--- config.mk ---
export PLATFORM = sky130hd
export DESIGN_NAME = rgbt_dotclk_gen
export DESIGN_NICKNAME = d
export VERILOG_FILES = /design/src/rtl/rgbt_pkg.sv /design/src/rtl/rgbt_dclk_div.sv /design/src/rtl/rgbt_seg_counter.sv /design/src/rtl/rgbt_byte_ser.sv /design/src/rtl/rgbt_dotclk_gen.sv
export SDC_FILE = /design/constraint.sdc
export NUM_CORES = 1
export LEC_CHECK = 0
export BUFFER_PORTS_ARGS = -buffer_cell sky130_fd_sc_hd__buf_2
export CORE_ASPECT_RATIO = 1.2
export CORE_MARGIN = 4
export CORE_UTILIZATION = 55
export CTS_BUF_LIST = sky130_fd_sc_hd__clkbuf_4 sky130_fd_sc_hd__clkbuf_8
export DETAILED_ROUTE_END_ITERATION = 16
export PLACE_DENSITY = 0.88
export SYNTH_ARGS = -nofsm -noshare
export SYNTH_HDL_FRONTEND = slang
export SYNTH_SLANG_ARGS = --single-unit
export TNS_END_PERCENT = 10
--- constraint.sdc ---
create_clock -name clk -period 4.4 [get_ports clk]
set_clock_uncertainty 0.05 [all_clocks]
set_input_delay 0.66 -clock clk [delete_from_list [all_inputs] [get_ports clk]]
set_output_delay 0.66 -clock clk [all_outputs]
set_load 0.01 [all_outputs]
--- src/rtl/rgbt_pkg.sv ---
package rgbt_pkg;
  // Classification of the position a counter is about to show.
  typedef struct packed {
    logic in_sync;
    logic in_act;
  } seg_t;
endpackage

--- src/rtl/rgbt_dclk_div.sv ---
module rgbt_dclk_div #(
  parameter int DIV = 2
) (
  input  logic clk,
  input  logic rst_n,
  output logic step_o,
  output logic dclk_o
);
  localparam int W    = (DIV > 1) ? $clog2(DIV) : 1;
  localparam int HALF = DIV / 2;
  localparam logic [W-1:0] LAST  = W'(DIV - 1);
  localparam logic [W-1:0] HIGHB = W'(HALF);

  logic [W-1:0] cnt_q, cnt_d;

  assign step_o = (cnt_q == LAST);
  assign cnt_d  = step_o ? '0 : cnt_q + 1'b1;

  always_ff @(posedge clk or negedge rst_n) begin
    if (!rst_n) begin
      cnt_q  <= '0;
      dclk_o <= 1'b0;
    end else begin
      cnt_q  <= cnt_d;
      dclk_o <= (cnt_d >= HIGHB);
    end
  end
endmodule

--- src/rtl/rgbt_seg_counter.sv ---
module rgbt_seg_counter
  import rgbt_pkg::*;
#(
  parameter int SYNC = 8,
  parameter int BP   = 24,
  parameter int ACT  = 960,
  parameter int FP   = 4
) (
  input  logic clk,
  input  logic rst_n,
  input  logic step_i,
  output seg_t upc_o,
  output logic wrap_o
);
  localparam int TOT = SYNC + BP + ACT + FP;
  localparam int W   = $clog2(TOT);
  localparam logic [W-1:0] LAST = W'(TOT - 1);
  localparam logic [W-1:0] S_END = W'(SYNC);
  localparam logic [W-1:0] A_BEG = W'(SYNC + BP);
  localparam logic [W-1:0] A_END = W'(SYNC + BP + ACT);

  logic [W-1:0] pos_q, upc;

  assign wrap_o = (pos_q == LAST);

  always_comb begin
    upc = pos_q;
    if (step_i) upc = wrap_o ? '0 : pos_q + 1'b1;
  end

  assign upc_o.in_sync = (upc < S_END);
  assign upc_o.in_act  = (upc >= A_BEG) && (upc < A_END);

  // Reset parks on the last position so the first step opens a new period.
  always_ff @(posedge clk or negedge rst_n) begin
    if (!rst_n) pos_q <= LAST;
    else        pos_q <= upc;
  end
endmodule

--- src/rtl/rgbt_byte_ser.sv ---
module rgbt_byte_ser #(
  parameter int BUS_W = 8,
  parameter int CPP   = 3,
  localparam int PIX_W = BUS_W * CPP
) (
  input  logic             clk,
  input  logic             rst_n,
  input  logic             step_i,
  input  logic             act_i,
  input  logic             live_i,
  input  logic             pix_valid_i,
  input  logic [PIX_W-1:0] pix_data_i,
  output logic             ready_o,
  output logic             starve_o,
  output logic             de_o,
  output logic [BUS_W-1:0] data_o
);
  localparam int SW = (CPP > 1) ? $clog2(CPP) : 1;
  localparam logic [SW-1:0] SLAST = SW'(CPP - 1);

  logic [SW-1:0]    sub_q;
  logic [PIX_W-1:0] sh_q;

  assign ready_o  = step_i && act_i && live_i && (sub_q == '0);
  assign starve_o = ready_o && !pix_valid_i;

  always_ff @(posedge clk or negedge rst_n) begin
    if (!rst_n) begin
      sub_q  <= '0;
      sh_q   <= '0;
      de_o   <= 1'b0;
      data_o <= '0;
    end else if (step_i) begin
      if (act_i && live_i) begin
        if (sub_q == '0) begin
          if (pix_valid_i) begin
            data_o <= pix_data_i[PIX_W-1 -: BUS_W];
            sh_q   <= pix_data_i << BUS_W;
            de_o   <= 1'b1;
            sub_q  <= (sub_q == SLAST) ? '0 : sub_q + 1'b1;
          end else begin
            data_o <= '0;
            de_o   <= 1'b0;
          end
        end else begin
          data_o <= sh_q[PIX_W-1 -: BUS_W];
          sh_q   <= sh_q << BUS_W;
          de_o   <= 1'b1;
          sub_q  <= (sub_q == SLAST) ? '0 : sub_q + 1'b1;
        end
      end else begin
        data_o <= '0;
        de_o   <= 1'b0;
        sub_q  <= '0;
      end
    end
  end


  take_de_chk: assert property (@(posedge clk) disable iff (!rst_n)
    ready_o && pix_valid_i |=> de_o);
endmodule

--- src/rtl/rgbt_dotclk_gen.sv ---
module rgbt_dotclk_gen
  import rgbt_pkg::*;
#(
  parameter int H_PIX   = 320,
  parameter int CPP     = 3,
  parameter int BUS_W   = 8,
  parameter int H_SYNC  = 8,
  parameter int H_BP    = 24,
  parameter int H_FP    = 4,
  parameter int V_LINES = 240,
  parameter int V_SYNC  = 1,
  parameter int V_BP    = 3,
  parameter int V_FP    = 1,
  parameter int DIV     = 2,
  localparam int PIX_W  = BUS_W * CPP
) (
  input  logic             clk,
  input  logic             rst_n,
  input  logic             video_en_i,
  input  logic             pix_valid_i,
  input  logic [PIX_W-1:0] pix_data_i,
  output logic             pix_ready_o,
  input  logic             uf_clr_i,
  output logic             dclk_o,
  output logic             hsync_n_o,
  output logic             vsync_n_o,
  output logic             de_o,
  output logic [BUS_W-1:0] data_o,
  output logic             frame_o,
  output logic             uf_o
);
  localparam int H_ACT = H_PIX * CPP;

  if (V_BP <= V_SYNC || H_BP <= H_SYNC || DIV < 2) begin : g_bad_timing
    $error("back porch must exceed sync width and DIV must be at least 2");
  end

  logic step, h_wrap, v_wrap, v_step, frame_start, starve, live_q;
  seg_t h_upc, v_upc;

  rgbt_dclk_div #(.DIV(DIV)) u_div (
    .clk(clk), .rst_n(rst_n), .step_o(step), .dclk_o(dclk_o));

  assign v_step = step && h_wrap;

  rgbt_seg_counter #(.SYNC(H_SYNC), .BP(H_BP), .ACT(H_ACT), .FP(H_FP)) u_hcnt (
    .clk(clk), .rst_n(rst_n), .step_i(step), .upc_o(h_upc), .wrap_o(h_wrap));

  rgbt_seg_counter #(.SYNC(V_SYNC), .BP(V_BP), .ACT(V_LINES), .FP(V_FP)) u_vcnt (
    .clk(clk), .rst_n(rst_n), .step_i(v_step), .upc_o(v_upc), .wrap_o(v_wrap));

  assign frame_start = v_step && v_wrap;

  rgbt_byte_ser #(.BUS_W(BUS_W), .CPP(CPP)) u_ser (
    .clk(clk), .rst_n(rst_n), .step_i(step),
    .act_i(h_upc.in_act && v_upc.in_act), .live_i(live_q),
    .pix_valid_i(pix_valid_i), .pix_data_i(pix_data_i),
    .ready_o(pix_ready_o), .starve_o(starve),
    .de_o(de_o), .data_o(data_o));

  always_ff @(posedge clk or negedge rst_n) begin
    if (!rst_n) begin
      hsync_n_o <= 1'b1;
      vsync_n_o <= 1'b1;
      frame_o   <= 1'b0;
      live_q    <= 1'b0;
      uf_o      <= 1'b0;
    end else begin
      frame_o <= frame_start;
      if (step) begin
        hsync_n_o <= !h_upc.in_sync;
        vsync_n_o <= !v_upc.in_sync;
      end
      if (frame_start)  live_q <= video_en_i;
      else if (starve)  live_q <= 1'b0;
      if (starve)        uf_o <= 1'b1;
      else if (uf_clr_i) uf_o <= 1'b0;
    end
  end


  frame_edge_chk: assert property (@(posedge clk) disable iff (!rst_n)
    frame_o |-> !vsync_n_o && $past(vsync_n_o));


  de_blank_chk: assert property (@(posedge clk) disable iff (!rst_n)
    de_o |-> hsync_n_o && vsync_n_o);


  data_stable_chk: assert property (@(posedge clk) disable iff (!rst_n)
    !$fell(dclk_o) |-> $stable(data_o) && $stable(de_o) && $stable(hsync_n_o));


  uf_set_chk: assert property (@(posedge clk) disable iff (!rst_n)
    pix_ready_o && !pix_valid_i |=> uf_o && !de_o);


  uf_hold_chk: assert property (@(posedge clk) disable iff (!rst_n)
    uf_o && !uf_clr_i |=> uf_o);


  ready_edge_chk: assert property (@(posedge clk) disable iff (!rst_n)
    pix_ready_o |=> $fell(dclk_o));
endmodule

Word-level counts from Yosys, hierarchy flattened
Cells that the tools add are included.
{"block": "classes", "n_addsub": 4, "n_lt_le_gt_ge": 7, "n_eq_ne": 5, "mux": 21, "n_reduce_logical": 18}
{"cell": "$mux W24", "count": 2}
{"cell": "$mux W8", "count": 5}
{"cell": "$mux W10", "count": 2}
{"cell": "$add A10 B1 Y10 const B", "count": 1}
{"cell": "$eq A10 B10 Y1 const B", "count": 1}
{"cell": "$ge A10 B6 Y1 const B", "count": 1}
{"cell": "$logic_and A1 B1 Y1", "count": 10}
{"cell": "$lt A10 B10 Y1 const B", "count": 1}
{"cell": "$lt A10 B4 Y1 const B", "count": 1}
{"cell": "$add A8 B1 Y8 const B", "count": 1}
{"cell": "$eq A8 B8 Y1 const B", "count": 1}
{"cell": "$ge A8 B3 Y1 const B", "count": 1}
{"cell": "$lt A8 B1 Y1 const B", "count": 1}
{"cell": "$lt A8 B8 Y1 const B", "count": 1}
{"cell": "$mux W1", "count": 8}
{"cell": "$mux W2", "count": 4}
{"cell": "$reduce_bool A2 Y1", "count": 2}
{"cell": "$logic_not A1 Y1", "count": 3}
{"cell": "$ne A3 B3 Y1 const B", "count": 1}
{"cell": "$reduce_and A3 Y1", "count": 1}
{"cell": "$add A2 B1 Y2 const B", "count": 1}
{"cell": "$eq A2 B2 Y1 const B", "count": 1}
{"cell": "$logic_not A2 Y1", "count": 1}
{"cell": "$ne A2 B2 Y1 const B", "count": 1}
{"cell": "other kinds (3)", "count": 3}
{"block": "totals", "ff_bits": 60, "input_bits": 29, "output_inout_bits": 15, "elab_cells": 68}

Depth between registers and ports, before layout
Gate-level depths: netlist (run 1).
{"block": "depth", "word_depth": 12, "mapped_depth": 10, "mapped_depth_nobuf": 9}

By module
A second synthesis (run 1) with hierarchy kept.
{"block": "hier_totals", "cells_unflattened": 244, "area_unflattened_um2": 2692.6}
{"mod": "rgbt_byte_ser", "n_inst": 1, "cells_per_inst": 94, "area_per_inst_um2": 1204.9, "seq_area_each_um2": 675.6}
{"mod": "rgbt_seg_counter at u_hcnt", "n_inst": 1, "cells_per_inst": 65, "area_per_inst_um2": 644.4, "seq_area_each_um2": 259.0}
{"mod": "rgbt_seg_counter at u_vcnt", "n_inst": 1, "cells_per_inst": 66, "area_per_inst_um2": 599.3, "seq_area_each_um2": 206.4}
{"mod": "rgbt_dotclk_gen", "n_inst": 1, "cells_per_inst": 16, "area_per_inst_um2": 207.7, "seq_area_each_um2": 127.6}
{"mod": "rgbt_dclk_div", "n_inst": 1, "cells_per_inst": 3, "area_per_inst_um2": 36.3, "seq_area_each_um2": 25.0}

Worst setup path after synthesis (run 1)
OpenSTA, ideal clock, no wires.
{"block": "synth_path", "kind": "register to output", "from": "register u_hcnt.pos_q[0]", "to": "output port pix_ready_o", "arrival_time_ns": 2.397, "required_ns": 3.690, "setup_slack_ns": 1.293, "stages_incl_launch_ff": 9, "path_cell_list": "dfstp_2 -> ha_1 -> and3_1 -> nand3_2 -> or4_4 -> and3_4 -> nand4b_2 -> nand3_1 -> nor2_1"}
{"block": "synth_between", "elab_chain_len": 9, "elab_cells_between_ends": 16, "cone_classes": "add/sub (1); order compare (4); eq/ne (1); mux (3); reduce/logical (7)"}
{"element": "start, declared", "line": "rgbt_seg_counter.sv:22", "source": "logic [W-1:0] pos_q, upc;"}
{"element": "start signal, assigned", "line": "rgbt_seg_counter.sv:37", "source": "else pos_q <= upc;"}
{"element": "$add A10 B1 Y10 / $eq A10 B10 Y1 (equally long branches)", "line": "rgbt_seg_counter.sv:28, rgbt_seg_counter.sv:24"}
{"element": "$mux W10 / $logic_and A1 B1 Y1 (equally long branches)", "line": "rgbt_seg_counter.sv:28, rgbt_dotclk_gen.sv:44"}
{"element": "$mux W10 / $mux W8 (equally long branches)", "line": "rgbt_seg_counter.sv:28", "source": "if (step_i) upc = wrap_o ? '0 : pos_q + 1'b1;"}
{"element": "$ge A10 B6 Y1 (tied with other cells)", "line": "rgbt_seg_counter.sv:32", "source": "assign upc_o.in_act = (upc >= A_BEG) && (upc < A_END);"}
{"element": "$logic_and A1 B1 Y1", "line": "rgbt_seg_counter.sv:32"}
{"element": "$logic_and A1 B1 Y1 *", "line": "rgbt_dotclk_gen.sv:56", "source": ".act_i(h_upc.in_act && v_upc.in_act), .live_i(live_q),"}
{"element": "$logic_and A1 B1 Y1 * (3 in series)", "line": "rgbt_byte_ser.sv:24", "source": "assign ready_o = step_i && act_i && live_i && (sub_q == '0);"}
{"element": "end, declared", "line": "rgbt_dotclk_gen.sv:22", "source": "output logic pix_ready_o,"}
Mark *: on every way between the ends. The rest lies on a longest branch, timed or not.

Worst setup path in the final report (run 1)
{"block": "layout_path", "from": "register u_hcnt.pos_q[0]", "to": "output port pix_ready_o"}
{"block": "layout_between", "elab_chain_len": 9, "elab_cells_between_ends": 16, "cone_classes": "add/sub (1); order compare (4); eq/ne (1); mux (3); reduce/logical (7)"}
{"element": "$add A10 B1 Y10 / $eq A10 B10 Y1 (equally long branches)", "line": "rgbt_seg_counter.sv:28, rgbt_seg_counter.sv:24"}
{"element": "$mux W10 * (2 in series)", "line": "rgbt_seg_counter.sv:28"}
{"element": "net u_hcnt.upc[6]", "line": "rgbt_seg_counter.sv:22"}
{"element": "$ge A10 B6 Y1 / $lt A10 B10 Y1 (equally long branches)", "line": "rgbt_seg_counter.sv:32"}
{"element": "$logic_and A1 B1 Y1 *", "line": "rgbt_seg_counter.sv:32"}
{"element": "$logic_and A1 B1 Y1 *", "line": "rgbt_dotclk_gen.sv:56"}
{"element": "$logic_and A1 B1 Y1 * (3 in series)", "line": "rgbt_byte_ser.sv:24"}
Mark *: on every way through the listed nets, which the timed path passes. The rest lies on a longest branch.

==> impl_metrics.env, run 1 <==
export IMPL_p_seq_frac=0.599
export IMPL_synth_edf_count=0
export IMPL_ir_drop_mv=0.2486
export IMPL_ys_warn_count=0
export IMPL_port_buffers=43
export IMPL_r2r_slack_ps=1380
export IMPL_ctsLongestPathBuffers=2
export IMPL_coreArea_um2=4594
export IMPL_r2r_end="u_ser.sh_q[17]"
export IMPL_clk_latency_ps=310
export IMPL_ys_seq_area_frac=0.4957
export IMPL_cts_clk_slew_worst_paths_ps=90
export IMPL_worst_pin_slew_ps=981.7
export IMPL_r2r_start="u_hcnt.pos_q[0]"
export IMPL_p_comb_frac=0.043
export IMPL_postSynthAreaPerCell_um2=10.20
export IMPL_cp_required_ps=3690
export IMPL_n_antenna_cell=0
export IMPL_leakage_nw=1.355
export IMPL_hold_viol=0
export IMPL_finalSetupTns_ps=0
export IMPL_clkPwrFrac=0.359
export IMPL_postCtsSetupBuffers=0
export IMPL_synth_ff_type="dfrtp_1"
export IMPL_layout_min_cycle_time_ps=3837
export IMPL_worstSetupPathType="flop to output port"
export IMPL_cts_sinks=51
export IMPL_async_flop_share=1.000
export IMPL_drv_cap=0
export IMPL_htreeDepth=2
export IMPL_worstRegToRegCells=8
export IMPL_outcome="finished, final reports clean"
export IMPL_post_route_period_util=0.8720
export IMPL_grt_pass1_vias=2048
export IMPL_viasPerCell=6.006
export IMPL_place_hpwl_um=3946
export IMPL_initial_core_util=0.5681
export IMPL_switchingPower_mw=0.1800
export IMPL_ant_nets=0
export IMPL_cts_tree="built"
export IMPL_root_buffer="clkbuf_8"
export IMPL_internal_power_mw=0.6036
export IMPL_nets=325
export IMPL_drt_iter0_drc=235
export IMPL_grt_pass1_wl_um=9818
export IMPL_rsz0062_at_grt="false"
export IMPL_dp_slack_ps=874.0
export IMPL_vias=2114
export IMPL_drcViolationCount=0
export IMPL_hold_class="primary input to async pin"
export IMPL_p_per_area_nw_per_um2=268.8
export IMPL_syn_inst=256
export IMPL_synthesis_area_um2=2610
export IMPL_drt_wirelength_per_cell_um=15.99
export IMPL_drt_pass1_iterations=4
export IMPL_sw_frac_of_total=0.2297
export IMPL_whs_ps=397.4
export IMPL_cts_resized=0
export IMPL_setup_violations=0
export IMPL_gr_total_overflow=0
export IMPL_drive_above_1_share=0.2823
export IMPL_synthDistinctLibCells=49
export IMPL_crit_path_end_kind="output port"
export IMPL_synth_seq_cells=51
export IMPL_drv_slew=0
export IMPL_cts_buffers=5
export IMPL_rows=27
export IMPL_antenna_found_initial=0
export IMPL_fp_dieArea_um2=5916
export IMPL_worstPathArrival_ps=3130
export IMPL_setup_slack_ps=563.1
export IMPL_die_height_um=83.46
export IMPL_grt_usage=0.2062
export IMPL_ios=44
export IMPL_grt_max_degree=52
export IMPL_path_max_fanout=11
export IMPL_synth_fp_nets=288
export IMPL_hold_buffers=0
export IMPL_max_slew_margin=0.3431
export IMPL_gp_congestion=0.8707
export IMPL_max_freq_mhz=260.6
export IMPL_area_delta_synth_final_pct=11.70
export IMPL_fp_dieW_um=70.89
export IMPL_final_util=0.6345
export IMPL_critPathLaunchType="flop"
export IMPL_routed_wl_um=5629
-- critical path: stages (launching register included) --
cell      delay, ps
dfstp_2         570
ha_1            260
and3_1          260
and3_1          360
a21oi_1         100
and4_1          220
a211oi_2        380
nand3_1         370
nor2_1          170
buf_2           150
-- power groups by stage --
| stage | clock network, mW | logic (mW) | registers [mW] |
|---|---|---|---|
| finish | 0.281 | 0.0335 | 0.469 |
| global route | 0.307 | 0.0390 | 0.469 |
| CTS | 0.286 | 0.0344 | 0.469 |
| detailed placement | 0 | 0.0344 | 0.478 |
| global placement | 0 | 0.0335 | 0.478 |
| floorplan | 0 | 0.00999 | 0.478 |
-- sequential cells by signal, indices dropped and copies added, names as in the netlist, 2 cells and up --
signal / flops
u_ser.sh_q: 16
u_ser.data_o: 8
u_ser.sub_q: 2
u_hcnt.pos_q: 10
u_vcnt.pos_q: 8
-- metal layers --
layer / share of wire / global-route usage / wire length (µm)
met1: 0.41 / 0.2813 / 2334
met2: 0.51 / 0.3257 / 2890
met3: 0.050 / 0.03735 / 282
met4: 0.022 / 0.07863 / 123
met5: 0 / 0 / 0
-- how the worst max path moves through the flow --
stage	startpoint	end	slack, ps	cells past startpoint
2_1_floorplan	u_hcnt.pos_q[0]	pix_ready_o	1290	8
3_3_place_gp	u_hcnt.pos_q[0]	pix_ready_o	970	9
3_5_place_dp	u_hcnt.pos_q[0]	pix_ready_o	870	9
4_1_cts	u_hcnt.pos_q[0]	pix_ready_o	550	9
5_1_grt	u_hcnt.pos_q[0]	pix_ready_o	260	9
6_report	u_hcnt.pos_q[0]	pix_ready_o	560	9
-- cells in the mapped netlist, types with 2 or more instances --
cell type | instances | area [µm²]
a22o_1 | 2 | 17.52
nor2_1 | 11 | 41.29
o2bb2ai_1 | 8 | 70.07
nor3_1 | 3 | 15.01
and3_1 | 17 | 106.4
clkbuf_1 | 6 | 22.52
o21ai_0 | 10 | 50.05
mux2i_1 | 2 | 20.02
dfrtp_1 | 37 | 925.9
buf_6 | 3 | 33.78
mux2_2 | 7 | 78.83
xnor2_1 | 5 | 43.79
and4_1 | 3 | 26.28
or3_1 | 4 | 25.02
a32o_1 | 8 | 80.08
buf_2 | 2 | 10.01
or4_1 | 2 | 15.01
ha_1 | 3 | 37.54
nand3_2 | 2 | 20.02
nand2_1 | 35 | 131.4
o211ai_1 | 2 | 15.01
nand4_1 | 6 | 37.54
a21oi_1 | 17 | 85.08
and2_1 | 4 | 25.02
nand3_1 | 11 | 55.05
inv_1 | 10 | 37.54
dfstp_2 | 14 | 367.9
-- layout make-up --
class | instances | area, µm²
Fill cell | 393 | 1679
Sequential cell | 51 | 1294
Multi-Input combinational cell | 181 | 1196
Timing Repair Buffer | 44 | 222.7
Clock buffer | 6 | 76.32
Tap cell | 58 | 72.57
Inverter | 10 | 37.54
Clock inverter | 2 | 16.27
-- logic make-up after synthesis --
family / after synthesis / synth area share
buf+inv: 24 / 0.04602
fa+ha+maj: 3 / 0.01438
mux: 10 / 0.04362
compound gates: 56 / 0.1515
xor+xnor: 6 / 0.02013
simple gates: 106 / 0.2287
flops: 51 / 0.4957
-- cell usage in the layout, fill, tap and decap left out, drive strengths merged, types with 5 or more instances in the layout --
| master | count |
|---|---|
| nor2 | 11 |
| nand2 | 35 |
| xnor2 | 5 |
| mux2 | 8 |
| o21ai | 10 |
| a32o | 8 |
| dfstp | 14 |
| inv | 11 |
| a21oi | 17 |
| nand3 | 13 |
| clkbuf | 6 |
| and3 | 18 |
| o2bb2ai | 8 |
| nand4 | 7 |
| dfrtp | 37 |
| buf | 44 |
-- stage by stage --
stage | total power, mW | area, µm² | instances
after floorplan | 0.4878 | 2610 | 256
after global placement | 0.5112 | 2823 | 344
after detailed placement | 0.5121 | 2823 | 344
after CTS | 0.7899 | 2915 | 352
after global routing | 0.8153 | 2915 | 352
final | 0.7835 | 2915 | 352
(Power assumes the default switching activity.)
==> inputs of run 2 (changes only) <==
CORE_UTILIZATION = 53   (was 55)
PLACE_DENSITY = 0.84   (was 0.88)
==> impl_metrics.env, run 2 (synthesized netlist as in run 1, its figures left out) <==
export IMPL_outcome="finished, final reports clean"
export IMPL_grt_pass1_wl_um=9528
export IMPL_drt_pass1_iterations=4
export IMPL_drv_slew=0
export IMPL_worstRegToRegCells=8
export IMPL_final_cell_mix="buf_2, dfrtp_1, nand2_1"
export IMPL_rsz0062_at_grt="false"
export IMPL_layout_min_cycle_time_ps=3817
export IMPL_worstSetupPathType="flop to output port"
export IMPL_final_util=0.6307
export IMPL_p_per_area_nw_per_um2=285.2
export IMPL_htreeDepth=2
export IMPL_postCtsSetupBuffers=0
export IMPL_gp_congestion=0.8511
export IMPL_area_delta_synth_final_pct=12.66
export IMPL_cts_buffers=5
export IMPL_drive_above_1_share=0.2823
export IMPL_crit_path_end_kind="output port"
export IMPL_fp_dieW_um=72.06
export IMPL_clk_latency_ps=300
export IMPL_die_height_um=84.87
export IMPL_n_antenna_cell=0
export IMPL_cpPeakStageDelay_ps=560
export IMPL_ant_nets=0
export IMPL_grt_pass1_vias=2019
export IMPL_cts_tree="built"
export IMPL_routed_wl_um=5496
export IMPL_max_slew_margin=0.3597
export IMPL_path_delay_family="simple AND/OR/NAND/NOR gates"
export IMPL_initial_core_util=0.5598
export IMPL_grt_max_degree=52
export IMPL_multiInputGateArea_um2=1196
export IMPL_ir_drop_mv=0.2211
export IMPL_path_max_fanout=11
export IMPL_vias=2076
export IMPL_largest_register="u_ser.sh_q"
export IMPL_grt_usage=0.1957
export IMPL_cp_required_ps=3690
export IMPL_drv_cap=0
export IMPL_leakage_nw=1.371
export IMPL_nets=325
export IMPL_finalSetupTns_ps=0
export IMPL_cts_sinks=51
export IMPL_final_common_cell="buf_2"
export IMPL_worst_pin_slew_ps=957.0
export IMPL_total_power_mw=0.8385
export IMPL_ctsLongestPathBuffers=2
export IMPL_gr_total_overflow=0
export IMPL_root_buffer="clkbuf_8"
export IMPL_critical_path_buf_inv_count=1
export IMPL_largestRegisters="u_ser.sh_q (16), u_hcnt.pos_q (10)"
export IMPL_rows=27
export IMPL_drcViolationCount=0
export IMPL_worstPathArrival_ps=3110
export IMPL_cts_clk_slew_worst_paths_ps=90
export IMPL_place_hpwl_um=3999
export IMPL_critPathLaunchType="flop"
export IMPL_drt_wirelength_per_cell_um=15.61
export IMPL_max_freq_mhz=262.0
export IMPL_largest_reg_flops=16
export IMPL_post_route_period_util=0.8674
export IMPL_ios=44
export IMPL_crit_cells=9
export IMPL_viasPerCell=5.898
export IMPL_n_fill_cell=369
export IMPL_port_buffers=43
export IMPL_fp_dieArea_um2=6116
export IMPL_hold_viol=0
export IMPL_slowest_stage="dfstp_2"
export IMPL_hold_class="primary input to async pin"
export IMPL_setup_violations=0
export IMPL_coreArea_um2=4662
export IMPL_ff_latch_area_um2=1294
export IMPL_antenna_found_initial=0
export IMPL_drt_iter0_drc=180
export IMPL_cpMostUsedCell="and3_1"
export IMPL_hold_buffers=0
export IMPL_cts_resized=0
export IMPL_path_cells="ha_1 -> and3_1 -> and3_1 -> a21oi_1 -> and4_1 -> a211oi_2 -> nand3_1 -> nor2_1 -> buf_2"
run 2: cell types whose count changed in the layout (fill, tap and decap cells not counted), sizes merged:
cell / previous run / this run
bufinv: 0 / 1
clkinv: 0 / 1
clkinvlp: 1 / 0
inv: 11 / 10
run 2: worst paths after layout:
path	startpoint	to	slack, ps
min in group clk	u_ser.data_o[0]	u_ser.data_o[0]	450
min reg2reg	u_ser.data_o[0]	u_ser.data_o[0]	450
min	rst_n	u_hcnt.pos_q[2]	400
max reg2reg	u_hcnt.pos_q[0]	u_ser.sh_q[21]	1390
max in group asynchronous	rst_n	live_q	3480
max	u_hcnt.pos_q[0]	pix_ready_o	580
run 2: layout make-up:
cell class,count,share of cell area
clock inverter,2,0.01191
clock buffer,6,0.02809
sequential,51,0.4400
multi-input combinational,181,0.4068
tap,58,0.02468
inverter,10,0.01277
timing repair buffer,44,0.07574
run 2: worst reg2reg max path, cell delays in order (launching register included):
cell	delay, ps
dfstp_2	560
ha_1	250
and3_1	250
nand3_2	150
or4_4	560
a21oi_1	210
nand4bb_1	220
nand4_4	270
mux2_2	380
run 2: through the flow:
stage / setup slack, ps / hold WS, ps / instance area [µm²] / std cells
floorplan: 1293 / 314.4 / 2610 / 256
global placement: 972.8 / 420.6 / 2823 / 344
detailed placement: 915.1 / 420.6 / 2823 / 344
CTS: 582.0 / 426.7 / 2940 / 352
global route: 316.5 / 446.2 / 2940 / 352
finish: 583.3 / 399.3 / 2940 / 352
run 2: per-layer routing:
| metal | vias up | global-route usage | part of all wire |
|---|---|---|---|
| met5 | - | 0 | 0 |
| met4 | 0 | 0.06496 | 0.017 |
| met3 | 10 | 0.04028 | 0.049 |
| met2 | 62 | 0.3231 | 0.52 |
| met1 | 1002 | 0.2552 | 0.41 |
| li1 | 1002 | - | - |
run 2: where the power goes:
part	switching (mW)	leakage, nW	internal (mW)
Combinational	0.0192	0.663	0.0139
Clock	0.152	0.0612	0.184
Sequential	0.0000000000000000128	0.647	0.469
